$ cat src/rtl/pipeSramPkg.sv
`timescale 1ns/1ps
package pipeSramPkg;

  typedef enum logic [1:0] {
    OP_IDLE  = 2'd0,
    OP_READ  = 2'd1,
    OP_WRITE = 2'd2
  } opKindT;

  // strobes from control to datapath
  typedef struct packed {
    logic step;    // qualifying edge
    logic rdNow;   // stage-1 holds a read
    logic wrNow;   // stage-2 write completes at this edge
    logic fwdHit;  // stage-1 read hits stage-2 write
  } strobeT;

  function automatic logic [1:0] burstLow(input logic [1:0] start,
                                          input logic [1:0] count,
                                          input logic       ilv);
    return ilv ? (start ^ count) : (start + count);
  endfunction

endpackage

$ cat src/rtl/sramCtrl.sv
`timescale 1ns/1ps
module sramCtrl
  import pipeSramPkg::*;
#(
  parameter int ADDR_W = 6
) (
  input  logic              clk,
  input  logic              rstN,
  input  logic              clkEnN,
  input  logic              ce1N,
  input  logic              ce2,
  input  logic              ce3N,
  input  logic              advLd,
  input  logic              weN,
  input  logic              modeIlv,
  input  logic [ADDR_W-1:0] addrIn,
  output strobeT            strb,
  output logic [ADDR_W-1:0] rdAddr,
  output logic [ADDR_W-1:0] wrAddr
);

  logic              selected;
  logic [ADDR_W-1:0] baseAddr;
  logic [1:0]        burstCnt;
  logic [1:0]        nextCnt;
  opKindT            curOp;
  opKindT            newOp;
  logic [ADDR_W-1:0] newAddr;

  opKindT            s1Op;
  opKindT            s2Op;
  logic [ADDR_W-1:0] s1Addr;
  logic [ADDR_W-1:0] s2Addr;

  assign selected = !ce1N && ce2 && !ce3N;
  assign nextCnt  = burstCnt + 2'd1;

  always_comb begin
    if (!advLd) begin
      newOp   = selected ? (weN ? OP_READ : OP_WRITE) : OP_IDLE;
      newAddr = addrIn;
    end else begin
      newOp   = curOp;
      newAddr = {baseAddr[ADDR_W-1:2], burstLow(baseAddr[1:0], nextCnt, modeIlv)};
    end
  end

  always_ff @(posedge clk) begin
    if (!rstN) begin
      baseAddr <= '0;
      burstCnt <= '0;
      curOp    <= OP_IDLE;
      s1Op     <= OP_IDLE;
      s2Op     <= OP_IDLE;
      s1Addr   <= '0;
      s2Addr   <= '0;
    end else if (!clkEnN) begin
      if (!advLd) begin
        baseAddr <= addrIn;
        burstCnt <= '0;
        curOp    <= newOp;
      end else begin
        burstCnt <= nextCnt;
      end
      s1Op   <= newOp;
      s1Addr <= newAddr;
      s2Op   <= s1Op;
      s2Addr <= s1Addr;
    end
  end

  assign strb.step   = !clkEnN;
  assign strb.rdNow  = (s1Op == OP_READ);
  assign strb.wrNow  = !clkEnN && (s2Op == OP_WRITE);
  assign strb.fwdHit = (s1Op == OP_READ) && (s2Op == OP_WRITE) && (s1Addr == s2Addr);
  assign rdAddr      = s1Addr;
  assign wrAddr      = s2Addr;

endmodule

$ cat src/rtl/sramDatapath.sv
`timescale 1ns/1ps
module sramDatapath
  import pipeSramPkg::*;
#(
  parameter int ADDR_W = 6,
  parameter int LANES  = 4,
  parameter int LANE_W = 9
) (
  input  logic                    clk,
  input  logic                    rstN,
  input  strobeT                  strb,
  input  logic [ADDR_W-1:0]       rdAddr,
  input  logic [ADDR_W-1:0]       wrAddr,
  input  logic [LANES-1:0]        bwN,
  input  logic [LANES*LANE_W-1:0] dIn,
  input  logic                    oeN,
  output logic [LANES*LANE_W-1:0] dOut,
  output logic                    dOutEn
);

  localparam int DEPTH  = 1 << ADDR_W;
  localparam int DATA_W = LANES * LANE_W;

  logic [DATA_W-1:0] memArr [DEPTH];
  logic [DATA_W-1:0] rawWord;
  logic [DATA_W-1:0] mergedWord;
  logic [DATA_W-1:0] dataReg;
  logic              driveReg;

  assign rawWord = memArr[rdAddr];

  // per-lane bypass of a write completing on this edge
  always_comb begin
    for (int l = 0; l < LANES; l++) begin
      mergedWord[l*LANE_W +: LANE_W] = (strb.fwdHit && !bwN[l])
                                       ? dIn[l*LANE_W +: LANE_W]
                                       : rawWord[l*LANE_W +: LANE_W];
    end
  end

  always_ff @(posedge clk) begin
    if (strb.wrNow) begin
      for (int l = 0; l < LANES; l++) begin
        if (!bwN[l]) memArr[wrAddr][l*LANE_W +: LANE_W] <= dIn[l*LANE_W +: LANE_W];
      end
    end
  end

  always_ff @(posedge clk) begin
    if (!rstN) begin
      dataReg  <= '0;
      driveReg <= 1'b0;
    end else if (strb.step) begin
      driveReg <= strb.rdNow;
      if (strb.rdNow) dataReg <= mergedWord;
    end
  end

  assign dOut   = dataReg;
  assign dOutEn = driveReg && !oeN;

endmodule

$ cat src/rtl/pipeSram.sv
`timescale 1ns/1ps
module pipeSram
  import pipeSramPkg::*;
#(
  parameter int ADDR_W = 6,
  parameter int LANES  = 4,
  parameter int LANE_W = 9
) (
  input  logic                    clk,
  input  logic                    rstN,
  input  logic                    clkEnN,
  input  logic                    ce1N,
  input  logic                    ce2,
  input  logic                    ce3N,
  input  logic                    advLd,
  input  logic                    weN,
  input  logic [LANES-1:0]        bwN,
  input  logic                    modeIlv,
  input  logic                    oeN,
  input  logic [ADDR_W-1:0]       addr,
  input  logic [LANES*LANE_W-1:0] dIn,
  output logic [LANES*LANE_W-1:0] dOut,
  output logic                    dOutEn
);

  localparam int DATA_W = LANES * LANE_W;

  strobeT            strb;
  logic [ADDR_W-1:0] rdAddr;
  logic [ADDR_W-1:0] wrAddr;

  sramCtrl #(.ADDR_W(ADDR_W)) ctrl_i (
    .clk(clk), .rstN(rstN), .clkEnN(clkEnN),
    .ce1N(ce1N), .ce2(ce2), .ce3N(ce3N),
    .advLd(advLd), .weN(weN), .modeIlv(modeIlv), .addrIn(addr),
    .strb(strb), .rdAddr(rdAddr), .wrAddr(wrAddr)
  );

  sramDatapath #(.ADDR_W(ADDR_W), .LANES(LANES), .LANE_W(LANE_W)) dp_i (
    .clk(clk), .rstN(rstN), .strb(strb),
    .rdAddr(rdAddr), .wrAddr(wrAddr),
    .bwN(bwN), .dIn(dIn), .oeN(oeN),
    .dOut(dOut), .dOutEn(dOutEn)
  );

endmodule

$ cat config.mk
export PLATFORM = sky130hd
export DESIGN_NAME = pipeSram
export DESIGN_NICKNAME = d
export VERILOG_FILES = /design/src/rtl/pipeSramPkg.sv /design/src/rtl/sramCtrl.sv /design/src/rtl/sramDatapath.sv /design/src/rtl/pipeSram.sv
export SDC_FILE = /design/constraint.sdc
export NUM_CORES = 2
export LEC_CHECK = 0
export BUFFER_PORTS_ARGS = -buffer_cell sky130_fd_sc_hd__buf_2
export CORE_UTILIZATION = 63
export DETAILED_ROUTE_END_ITERATION = 12
export PLACE_DENSITY = 0.76
export SLEW_MARGIN = 20
export SYNTH_ARGS = -nofsm -noshare
export SYNTH_HDL_FRONTEND = slang
export SYNTH_SLANG_ARGS = --single-unit
$ cat constraint.sdc
create_clock -name clk -period 3.4 [get_ports clk]
set_clock_uncertainty 0.2 [all_clocks]
set_input_delay 0.68 -clock clk [delete_from_list [all_inputs] [get_ports clk]]
set_output_delay 0.68 -clock clk [all_outputs]
set_load 0.01 [all_outputs]
==> results_dict.tcl <==
set metrics [dict create \
    status "complete, but fails checks" \
    violations "design-rule violations" \
    ys_seq_area_share_pct 77.0 \
    ys_ff_latch 2367 \
    drv_slew 0 \
    synth_area_mm2 0.0915 \
    routed_wl_um 241000 \
    fmax_mhz 315 \
    via_count 47683 \
    start_kind "register" \
    grt_pass1_wl_um 343000 \
    syn-num-nets 4183 \
    cts_tree "done" \
    dp_hpwl_um 147000 \
    max-vdd-ir-drop_mv 0.533 \
    drt_iter0_markers 7952 \
    core_area_mm2 0.144 \
    fin_cells 6787 \
    synth-main-ff-cell "edfxtp_1" \
    fin_ws_ps 230 \
    track_usage_pct 33.6 \
    total_power_mw 59.9 \
    grt_overflow 0 \
    fillers 7791 \
    grt_util_met1_pct 47.7 \
    period_share_pct 93.2 \
    place_ws_ps 85.2 \
    synth.distinct_cells 54 \
    synth_warnings 0 \
    hold_viol 0 \
    clkLatencyLatePin_ps 870 \
    ys_async_sr_fraction_pct 0 \
    grt_pass1_vias 47194 \
    cts_num_sinks 2367 \
    design.die.area_mm2 0.147 \
    place_area_mm2 0.0975 \
    vias_per_cell 7.03 \
    row_count 139 \
    setup_viol 0 \
    drc_errors 10 \
    hold_slack_ps 62.0 \
    antenna_found_initial 13 \
    power_density_mw_per_mm2 571 \
    cp_max_fo 30 \
    worst_pin_slew_ps 1070 \
    gp_congestion 0.925 \
    maxCapViolCount 0 \
    final_cell_mix "edfxtp_1, mux4_2, buf_4" \
    p_leak_nw 32.7 \
    arrival_ps 3700 \
    grt_max_degree 67 \
    postRouteAntennaNets 0 \
    syn_area_per_cell_um2 22.2 \
    hp-class "input port to register" \
    drive_above_1_share_pct 32.3 \
    fin_nets 4746 \
    rsz0062_at_grt "false" \
    path_clk_slew_ps 60 \
    syn_to_final_growth_pct 14.6 \
    wl_per_cell_um 35.5 \
    slew_headroom_pct 28.2 \
    end_kind "register" \
    fin_area_mm2 0.105 \
    clockBufferDepth 3 \
    final_util_pct 72.9 \
    postSynthCellCount 4126 \
    place_inst 6355 \
    start_util_pct 63.6 \
    dieWidth_um 383 \
    final-seq-area_mm2 0.0705 \
    io_buffers 92 \
    htreeDepth 4 \
    grt_util_met2_pct 49.8 \
    worst_ep_required_time_ps 3930 \
    timing.setup.tns_ps 0 \
    gr-usage-met3_pct 8.63 \
    ios 93 \
    cts_root_buffer "clkbuf_16" \
    critPathKind "register to register" \
    numCtsBuffers 221 \
    final_common_cell "edfxtp_1" \
    first_pass_iters 12 \
    multi_input_area_mm2 0.0199 \
    min_period_ps 3170 \
    grt.busiest_layer "met2" \
    dieHeight_um 383 \
    synth_edf_count 2304 \
]
## power breakdown
group | leakage, nW | switching [mW] | internal (mW)
Combinational | 7.95 | 1.77 | 1.32
Sequential | 21.2 | 0.0454 | 32.0
Clock | 3.54 | 10.7 | 14.2
## sequential cells by signal (all words and copies together), names as in the netlist
signal	flops
ctrl_i.s1Op	2
dp_i.memArr	2304
dp_i.driveReg	1
ctrl_i.s2Op	2
ctrl_i.baseAddr	6
ctrl_i.burstCnt	2
ctrl_i.rdAddr	6
ctrl_i.wrAddr	6
dp_i.dOut	36
ctrl_i.curOp	2
## cell type report
type	instances	area share [%]
Tap cell	1903	2.27
Clock buffer	281	5.53
Inverter	6	0.0215
Multi-Input combinational cell	1508	19.0
Antenna cell	11	0.0262
Timing Repair Buffer	585	4.62
Clock inverter	126	1.39
Sequential cell	2367	67.2
## cells in the mapped netlist (4+ instances only)
master	n	area share, %
a211oi_1	44	0.36
a21oi_1	60	0.33
a221oi_1	6	0.057
a22o_1	8	0.077
a22oi_1	27	0.22
and2_1	9	0.062
and3_1	4	0.027
buf_1	50	0.21
buf_2	82	0.45
buf_4	26	0.21
buf_6	8	0.098
clkbuf_1	79	0.32
dfxtp_1	63	1.4
edfxtp_1	2304	76
inv_1	5	0.021
mux2_2	10	0.12
mux2i_1	84	0.92
mux4_2	671	17
nand2_1	97	0.40
nand2b_1	11	0.075
nand3_1	11	0.060
nor2_1	304	1.2
nor2b_1	28	0.19
nor3_1	12	0.066
nor3b_1	7	0.057
o211ai_1	9	0.074
o21ai_0	16	0.087
o221ai_1	22	0.21
o22ai_1	15	0.10
or3_1	6	0.041
xnor2_1	9	0.086
## layer usage
metal	vias up	wire, µm
met4	20	11900
met2	3810	112000
li1	18484	-
met3	647	32200
met1	24722	85100
met5	-	231
## critical path, cell delays in order, from the launching register on
cell and delay (ps):
dfxtp_4 550, buf_12 290, buf_4 270, mux4_2 500
nor2b_1 150, a211oi_2 400, a21oi_1 110, a22oi_1 370
o22ai_1 150
## worst paths after layout
check	startpoint	end	slack [ps]	depth (start not counted)
worst max-delay path	ctrl_i.rdAddr[0]$_SDFFE_PN0N_	dp_i.dOut[35]$_SDFFE_PN0P_	230	8
worst min-delay path	ce2	ctrl_i.curOp[1]$_SDFFE_PN0P_	60	5
worst max register to register	ctrl_i.rdAddr[0]$_SDFFE_PN0N_	dp_i.dOut[35]$_SDFFE_PN0P_	230	8
worst min register to register	ctrl_i.baseAddr[2]$_SDFFE_PN0P_	ctrl_i.baseAddr[2]$_SDFFE_PN0P_	260	2
## timing repair
action,in CTS,in global routing
setup endpoints to repair,1,1
resized for setup,0,1
setup buffers,2,0
endpoints found under the hold margin,23,0
gates cloned,0,0
hold buffers,11,0
## cells by family after synthesis
group                      synth area share, %
xor gates and xnor gates                0.0861
and+or+nand+nor                           2.35
AOI/OAI and AO/OA                         1.72
DFF                                       77.0
buffers and inverters                     1.31
adders and majority gates               0.0137
muxes                                     17.6
Power figures use the tool's default switching activity.
